`src/rtl/hs_pkg.sv`:
```
package hs_pkg;
  typedef enum logic [1:0] {
    M_IDLE,
    M_DECODE,
    M_REQ,
    M_RELEASE
  } m_state_e;

  typedef enum logic [1:0] {
    S_IDLE,
    S_DRIVE,
    S_ACK
  } s_state_e;
endpackage

```
`src/rtl/hs_sync.sv`:
```
module hs_sync #(
  parameter int STAGES = 2
) (
  input  logic clk_i,
  input  logic rst_ni,
  input  logic d_i,
  output logic q_o
);
  logic [STAGES-1:0] chain_q;

  always_ff @(posedge clk_i or negedge rst_ni) begin
    if (!rst_ni) chain_q <= '0;
    else         chain_q <= {chain_q[STAGES-2:0], d_i};
  end

  assign q_o = chain_q[STAGES-1];
endmodule

```
`src/rtl/hs_master.sv`:
```
module hs_master import hs_pkg::*; #(
  parameter int AW            = 8,
  parameter int DW            = 16,
  parameter int DECODE_CYCLES = 2,
  parameter int SYNC_STAGES   = 2
) (
  input  logic          clk_i,
  input  logic          rst_ni,
  input  logic          start_i,
  input  logic [AW-1:0] addr_i,
  input  logic          dir_i,
  input  logic          ack_i,
  input  logic [DW-1:0] data_i,
  output logic          req_o,
  output logic [AW-1:0] addr_o,
  output logic          dir_o,
  output logic [DW-1:0] rd_data_o,
  output logic          done_o,
  output logic          busy_o
);
  localparam int CW = $clog2(DECODE_CYCLES + 1) + 1;

  m_state_e      state_q;
  logic [CW-1:0] cnt_q;
  logic          ack_s;

  hs_sync #(.STAGES(SYNC_STAGES)) i_ack_sync (
    .clk_i (clk_i),
    .rst_ni(rst_ni),
    .d_i   (ack_i),
    .q_o   (ack_s)
  );

  always_ff @(posedge clk_i or negedge rst_ni) begin
    if (!rst_ni) begin
      state_q   <= M_IDLE;
      cnt_q     <= '0;
      req_o     <= 1'b0;
      addr_o    <= '0;
      dir_o     <= 1'b0;
      rd_data_o <= '0;
      done_o    <= 1'b0;
    end else begin
      done_o <= 1'b0;
      case (state_q)
        M_IDLE: if (start_i && !ack_s) begin
          addr_o  <= addr_i;
          dir_o   <= dir_i;
          cnt_q   <= '0;
          state_q <= M_DECODE;
        end
        M_DECODE: begin
          // settle window: address held before request
          if (cnt_q == CW'(DECODE_CYCLES - 1)) begin
            req_o   <= 1'b1;
            state_q <= M_REQ;
          end else begin
            cnt_q <= cnt_q + 1'b1;
          end
        end
        M_REQ: if (ack_s) begin
          rd_data_o <= data_i;
          req_o     <= 1'b0;
          state_q   <= M_RELEASE;
        end
        M_RELEASE: if (!ack_s) begin
          done_o  <= 1'b1;
          state_q <= M_IDLE;
        end
        default: state_q <= M_IDLE;
      endcase
    end
  end

  assign busy_o = (state_q != M_IDLE);

  // age of the current address/direction on the bus, for the settle check
  logic [AW:0]   prev_q;
  logic [CW-1:0] age_q;
  always_ff @(posedge clk_i or negedge rst_ni) begin
    if (!rst_ni) begin
      prev_q <= '0;
      age_q  <= '0;
    end else begin
      prev_q <= {dir_o, addr_o};
      if ({dir_o, addr_o} != prev_q) age_q <= '0;
      else if (age_q != {CW{1'b1}})  age_q <= age_q + 1'b1;
    end
  end

  AST_SETTLE_BEFORE_REQ: assert property (@(posedge clk_i) disable iff (!rst_ni)
    $rose(req_o) |-> (int'(age_q) >= DECODE_CYCLES - 1));
  AST_ADDR_HELD_BUSY: assert property (@(posedge clk_i) disable iff (!rst_ni)
    (busy_o && $past(busy_o)) |-> ($stable(addr_o) && $stable(dir_o)));
  AST_REQ_AFTER_ACK_LOW: assert property (@(posedge clk_i) disable iff (!rst_ni)
    $rose(req_o) |-> !$past(ack_s));
  AST_REQ_FALL_AFTER_ACK: assert property (@(posedge clk_i) disable iff (!rst_ni)
    $fell(req_o) |-> $past(ack_s));
  AST_DONE_AFTER_ACK_LOW: assert property (@(posedge clk_i) disable iff (!rst_ni)
    done_o |-> (!$past(ack_s) && !busy_o));
endmodule

```
`src/rtl/hs_slave.sv`:
```
module hs_slave import hs_pkg::*; #(
  parameter int          AW          = 8,
  parameter int          DW          = 16,
  parameter logic [DW-1:0] DATA_MULT = 16'h9E37,
  parameter int          SYNC_STAGES = 2
) (
  input  logic          clk_i,
  input  logic          rst_ni,
  input  logic          req_i,
  input  logic [AW-1:0] addr_i,
  input  logic          dir_i,
  output logic          ack_o,
  output logic [DW-1:0] data_o,
  output logic          oe_o
);
  s_state_e      state_q;
  logic [DW-1:0] word_q;
  logic [DW-1:0] word_d;
  logic          req_s;

  hs_sync #(.STAGES(SYNC_STAGES)) i_req_sync (
    .clk_i (clk_i),
    .rst_ni(rst_ni),
    .d_i   (req_i),
    .q_o   (req_s)
  );

  always_comb word_d = (DW'(addr_i) * DATA_MULT) ^ {DW{dir_i}};

  always_ff @(posedge clk_i or negedge rst_ni) begin
    if (!rst_ni) begin
      state_q <= S_IDLE;
      word_q  <= '0;
      ack_o   <= 1'b0;
      oe_o    <= 1'b0;
    end else begin
      case (state_q)
        S_IDLE: if (req_s) begin
          word_q  <= word_d;
          oe_o    <= 1'b1;
          state_q <= S_DRIVE;
        end
        S_DRIVE: begin
          // data has been on the lines one cycle before ack
          ack_o   <= 1'b1;
          state_q <= S_ACK;
        end
        S_ACK: if (!req_s) begin
          ack_o   <= 1'b0;
          oe_o    <= 1'b0;
          state_q <= S_IDLE;
        end
        default: state_q <= S_IDLE;
      endcase
    end
  end

  assign data_o = oe_o ? word_q : '0;

  AST_OE_BEFORE_ACK: assert property (@(posedge clk_i) disable iff (!rst_ni)
    $rose(ack_o) |-> $past(oe_o));
  AST_ACK_AFTER_REQ: assert property (@(posedge clk_i) disable iff (!rst_ni)
    $rose(ack_o) |-> $past(req_s, 2));
  AST_DATA_HELD: assert property (@(posedge clk_i) disable iff (!rst_ni)
    (ack_o && $past(ack_o)) |-> ($stable(data_o) && oe_o));
  AST_RELEASE_AFTER_REQ_LOW: assert property (@(posedge clk_i) disable iff (!rst_ni)
    $fell(ack_o) |-> (!$past(req_s) && !oe_o));
endmodule

```
`src/rtl/hs_rd_pair.sv`:
```
module hs_rd_pair #(
  parameter int            AW            = 8,
  parameter int            DW            = 16,
  parameter int            DECODE_CYCLES = 2,
  parameter logic [DW-1:0] DATA_MULT     = 16'h9E37
) (
  input  logic          clk_i,
  input  logic          rst_ni,
  input  logic          start_i,
  input  logic [AW-1:0] addr_i,
  input  logic          dir_i,
  output logic [DW-1:0] rd_data_o,
  output logic          done_o,
  output logic          busy_o,
  output logic          bus_req_o,
  output logic          bus_ack_o,
  output logic [AW-1:0] bus_addr_o,
  output logic          bus_dir_o,
  output logic [DW-1:0] bus_data_o,
  output logic          bus_oe_o
);
  localparam int SYNC_STAGES = 2;

  hs_master #(
    .AW(AW), .DW(DW), .DECODE_CYCLES(DECODE_CYCLES), .SYNC_STAGES(SYNC_STAGES)
  ) i_master (
    .clk_i    (clk_i),
    .rst_ni   (rst_ni),
    .start_i  (start_i),
    .addr_i   (addr_i),
    .dir_i    (dir_i),
    .ack_i    (bus_ack_o),
    .data_i   (bus_data_o),
    .req_o    (bus_req_o),
    .addr_o   (bus_addr_o),
    .dir_o    (bus_dir_o),
    .rd_data_o(rd_data_o),
    .done_o   (done_o),
    .busy_o   (busy_o)
  );

  hs_slave #(
    .AW(AW), .DW(DW), .DATA_MULT(DATA_MULT), .SYNC_STAGES(SYNC_STAGES)
  ) i_slave (
    .clk_i (clk_i),
    .rst_ni(rst_ni),
    .req_i (bus_req_o),
    .addr_i(bus_addr_o),
    .dir_i (bus_dir_o),
    .ack_o (bus_ack_o),
    .data_o(bus_data_o),
    .oe_o  (bus_oe_o)
  );

  AST_DONE_ONE_CYCLE: assert property (@(posedge clk_i) disable iff (!rst_ni)
    done_o |=> !done_o);
  AST_DONE_BUS_QUIET: assert property (@(posedge clk_i) disable iff (!rst_ni)
    done_o |-> (!bus_ack_o && !bus_oe_o && !bus_req_o));
endmodule

```
`config.mk`:
```
export PLATFORM = sky130hd
export DESIGN_NAME = hs_rd_pair
export DESIGN_NICKNAME = d
export VERILOG_FILES = /design/src/rtl/hs_pkg.sv /design/src/rtl/hs_sync.sv /design/src/rtl/hs_master.sv /design/src/rtl/hs_slave.sv /design/src/rtl/hs_rd_pair.sv
export SDC_FILE = /design/constraint.sdc
export NUM_CORES = 1
export LEC_CHECK = 0
export BUFFER_PORTS_ARGS = -buffer_cell sky130_fd_sc_hd__buf_2
export CAP_MARGIN = 0
export CELL_PAD_IN_SITES_DETAIL_PLACEMENT = 1
export CELL_PAD_IN_SITES_GLOBAL_PLACEMENT = 2
export CORE_MARGIN = 4
export CORE_UTILIZATION = 30
export DETAILED_ROUTE_END_ITERATION = 8
export PLACE_DENSITY = 0.7
export REMOVE_ABC_BUFFERS = 1
export SLEW_MARGIN = 15
export SYNTH_ARGS = -nofsm -noshare
export SYNTH_HDL_FRONTEND = slang
export SYNTH_SLANG_ARGS = --single-unit
```
`constraint.sdc`:
```
create_clock -name clk_i -period 4.4 [get_ports clk_i]
set_clock_uncertainty 0.05 [all_clocks]
set_input_delay 0.22 -clock clk_i [delete_from_list [all_inputs] [get_ports clk_i]]
set_output_delay 0.22 -clock clk_i [all_outputs]
set_load 0.005 [all_outputs]
```
Word-level counts from Yosys, hierarchy flattened:

Index checks and enable logic that the tools add are counted.

* bits in registers: 56
* bits of input ports: 12
* output and inout port bits: 46
* word-level logic and storage cells: 68

* $add $sub $neg: 1
* $mul: 1
* equal/unequal tests: 13
* muxes and demuxes: 21
* bitwise logic cells: 1
* reduce and logical (&&, ||, !) cells: 18

Operators by type and width (number)
* multiplier 8 x 16 -> 16 bit (second input constant): 1
* two-way mux 16 bit: 1
* bitwise XOR 16 bit: 1
* two-way mux 2 bit: 6
* inequality test 2 bit (second input constant): 5
* AND reduction 2 bit: 5
* nonzero test 2 bit: 5
* AND reduction 3 bit: 3
* case mux 2 bit (4 select lines): 1
* equality test 2 bit (second input constant): 3
* two-way mux 1 bit: 6
* two-way mux 3 bit: 2
* case mux 1 bit (2 select lines): 3
* case mux 2 bit (3 select lines): 1
* case mux 3 bit (2 select lines): 1
* equality test 2 x 1 -> 1 bit (second input constant): 2
* logical NOT 2 bit: 2
* inequality test 2 x 1 -> 1 bit (second input constant): 2
* AND reduction 4 bit: 1
* adder 3 x 1 -> 3 bit (second input constant): 1
* equality test 3 x 1 -> 1 bit (second input constant): 1
* logical AND 1 bit: 1
* logical NOT 1 bit: 1

Logic depth before layout (Yosys ltp):

* depth after elaboration: 4
* gate-level depth with buffers: 15
* depth with buffers taken out: 15

Hierarchy:

A second synthesis with hierarchy kept.

* cells, all modules: 362
* area total of the unflattened synthesis: 3991.3 um2

Modules (own cells, without submodules)
* hs_slave: times used 1, cells an instance 255, area each 2477.4 um2, seq. area each 500.5 um2
* hs_master: times used 1, cells an instance 103, area each 1413.9 um2, seq. area each 800.8 um2
* hs_sync: times used 2, cells an instance 2, area each 50.0 um2, seq. area each 50.0 um2

Worst setup path before layout:

Ideal clock, no wire load.

* path type: reg-to-reg
* from: reg i_master.addr_o[5]
* to: reg i_slave.word_q[15]
* setup time: 0.077 ns
* data arrival time: 3.929 ns
* required time: 4.273 ns
* path slack: 0.343 ns
* stages on the path, launching flop included: 15
* buffers on the path: 0
* clock period less this slack: 4.057 ns
* path through: dfrtp_1 -> fa_1 -> inv_1 -> fa_1 -> inv_1 -> fa_1 -> inv_1 -> fa_1 -> inv_1 -> ha_1 -> a21oi_1 -> a31oi_1 -> a221oi_2 -> xnor3_1 -> a21oi_1

* word-level cells in the longest chain between the ends: 2

Ends and longest elaborated chain
* start: declaration: line hs_master.sv:15 `output logic [AW-1:0] addr_o,`
* start signal: assignment: line hs_master.sv:47 `addr_o <= addr_i;`
* multiplier 8 x 16 -> 16 bit: line hs_slave.sv:28 `always_comb word_d = (DW'(addr_i) * DATA_MULT) ^ {DW{dir_i}};`
* bitwise XOR 16 bit: line hs_slave.sv:28
* end signal: assignment: line hs_slave.sv:39 `word_q <= word_d;`
* end: declaration: line hs_slave.sv:17 `logic [DW-1:0] word_q;`

No other way between the ends.
A chain may end at the register's enable or synchronous reset.

Worst setup path in the final report:

* from: reg i_master.addr_o[6]
* to: reg i_slave.word_q[15]

The elaborated chain is that of the path after synthesis.

==> flow_metrics.tcl <==
set metrics [dict create \
    outcome "finished clean" \
    synth_warnings 0 \
    cp-start-kind "flip-flop" \
    avgSynthCellArea_um2 10.9 \
    drt.antenna.violating_nets 0 \
    synth-seq-cells 56 \
    cts_tree "yes" \
    vias 2691 \
    cp_max_fo 6 \
    cts.sinks 56 \
    dp_hpwl_um 6990 \
    top_layer "met4" \
    synth_most_common_cell "dfrtp_1" \
    drive_gt1_share_pct 24.9 \
    die_x_um 122 \
    met2_length_um 4050 \
    die_area_um2 15000 \
    synth-edff-count 0 \
    grtUsageTotal_pct 12.3 \
    critPathLaunch "i_master.addr_o[6]$_DFFE_PN0P_" \
    ys_types 36 \
    initial_utilization_pct 30.9 \
    syn-cell-area_um2 3930 \
    met1_length_um 4130 \
    die_y_um 122 \
    drt_iter0_drc 61 \
    drv_slew 0 \
    htreeDepth 2 \
    tns_ns 0 \
    worstSkewPairLatency_ns 0.30 \
    grt_max_degree 44 \
    antenna_cells 0 \
    coreArea_um2 12700 \
    cts_buffers 5 \
    clock.fmax_mhz 242 \
    dp_slack_ns 0.0683 \
    synth_top_area_cell "dfrtp_1" \
    min-delay-start "addr_i[0]" \
    drcViolationCount 0 \
    routedWlPerCell_um 14.3 \
    synthArstFlopShare_pct 100 \
    endpoint_kind "flip-flop" \
    overflow 0 \
    viasPerCell 4.51 \
    portBuffers 57 \
    boundaryPins 58 \
    yosysTopAreaCellShare_pct 35.6 \
    grt_pass1_vias 2900 \
    nets 505 \
    ys.flop_type "dfrtp_1" \
    hold_class "input port to flip-flop" \
    grt_pass1_wl_um 14600 \
    post-route-min-period_ns 4.14 \
    setup_viol 0 \
    placed_cells_incl_taps 588 \
    root_buffer "clkbuf_16" \
    period_share_pct 94.1 \
    wl_met3_um 280 \
    worstReg2RegStart "i_master.addr_o[6]$_DFFE_PN0P_" \
    maxCapViolCount 0 \
    worstMarginPinSlew_ns 0.870 \
    hold_viol_final 0 \
    worst_slack_ns 0.261 \
    rsz0062_at_grt "no" \
    drt_wl_total_um 8550 \
    fillers 1482 \
    num_rows 41 \
    synth_area_leaders "dfrtp_1 (36%), ha_1 (14%), fa_1 (13%)" \
    postCtsSetupRepairBufs 0 \
    maxSlewHeadroom_pct 42.0 \
    gp_congestion 0.804 \
    syn2layout_area_growth_pct 17.3 \
    crit_type "flip-flop to flip-flop" \
    cp.required_ns 4.58 \
    firstDrtPassIters 3 \
    path_clk_slew_ns 0.07 \
    crit_arrival_ns 4.32 \
    synthesis.instances 362 \
    clock_path_buffers 2 \
    fin_cells 597 \
    synth.yosys.seq_area_share_pct 35.6 \
    synthTopCellsByCount "dfrtp_1 (56), inv_1 (51), ha_1 (44)" \
    grt_antenna_before_repair 0 \
]
[sequential cells by signal (all words and copies together), names as in the netlist]
name,flops
i_master.state_q,2
i_master.dir_o,1
i_slave.ack_o,1
i_master.cnt_q,3
i_slave.oe_o,1
i_slave.state_q,2
i_slave.i_req_sync.chain_q,2
i_slave.word_q,16
i_master.req_o,1
i_master.done_o,1
i_master.addr_o,8
i_master.i_ack_sync.chain_q,2
i_master.rd_data_o,16
[kinds of logic after synthesis]
group | after synthesis | share of synthesized area (%)
AOI/OAI and AO/OA | 56 | 8.43
adders and majority gates | 69 | 26.7
and+or+nand+nor | 64 | 8.53
xor gates and xnor gates | 31 | 7.25
DFF | 56 | 35.6
buffers and inverters | 59 | 5.70
muxes | 27 | 7.73
[per-layer routing]
| metal | up-vias | track usage [%] |
|---|---|---|
| met5 | - | 0 |
| li1 | 1311 | - |
| met4 | 0 | 2.73 |
| met3 | 8 | 2.12 |
| met1 | 1327 | 17.1 |
| met2 | 45 | 20.3 |
[cells in the final DEF, fill, tap and decap left out, drive strengths merged, types with 2 or more instances in the layout]
master     n
buf       62
dfrtp     56
inv       51
ha        44
xnor2     28
mux2      27
a21oi     26
fa        25
nor2      20
and2      16
o21ai     13
nand2      8
a21o       7
nor2b      6
clkbuf     5
and3       4
nand4      3
a31oi      3
nor3       2
xor2       2
clkinvlp   2
a221oi     2
[metrics by stage]
step | hold slack (ns) | util (%) | area [um^2]
floorplan | -0.126 | - | 3900
global placement | 0.105 | 34.9 | 4440
detailed placement | 0.107 | 34.9 | 4440
CTS | 0.0944 | 36.2 | 4600
global route | 0.0936 | 36.3 | 4610
finish | 0.102 | 36.3 | 4610
[layout make-up]
| type | instances | area [um^2] | area share, % |
|---|---|---|---|
| clock buffers | 5 | 125 | 2.71 |
| clock inverters | 3 | 23.8 | 0.515 |
| inverters | 51 | 191 | 4.15 |
| multi-input cells | 247 | 2320 | 50.3 |
| flip-flops and latches | 56 | 1400 | 30.4 |
| well taps | 172 | 215 | 4.67 |
| repair buffers | 63 | 333 | 7.21 |
[final timing paths]
kind / end / slack (ns) / cells after the start
max: i_slave.word_q[15]$_DFFE_PN0P_ / 0.26 / 14
min: i_master.addr_o[0]$_DFFE_PN0P_ / 0.10 / 2
max reg2reg: i_slave.word_q[15]$_DFFE_PN0P_ / 0.26 / 14
min reg2reg: i_slave.i_req_sync.chain_q[1]$_DFF_PN0_ / 0.30 / 0
max in group asynchronous: i_slave.word_q[0]$_DFFE_PN0P_ / 3.10 / 3
min in group asynchronous: i_master.rd_data_o[12]$_DFFE_PN0P_ / 0.32 / 2
[critical path: stages (launching register included)]
cell	delay, ns
dfrtp_2	0.45
fa_1	0.52
inv_1	0.05
fa_1	0.47
inv_1	0.05
fa_1	0.53
inv_1	0.06
fa_1	0.53
inv_1	0.04
ha_2	0.32
a21oi_2	0.20
a31oi_2	0.15
a221oi_2	0.25
xnor3_1	0.25
a21oi_1	0.14
[repair_timing]
action,CTS,global route
hold buffers,1,0
hold endpoints to repair,13,0
resized for setup,0,4
endpoints found under the setup margin,0,3
Power is left out: the tool's default activity adds up to more than one toggle a clock period on the data nets, which glitch-free logic cannot reach.
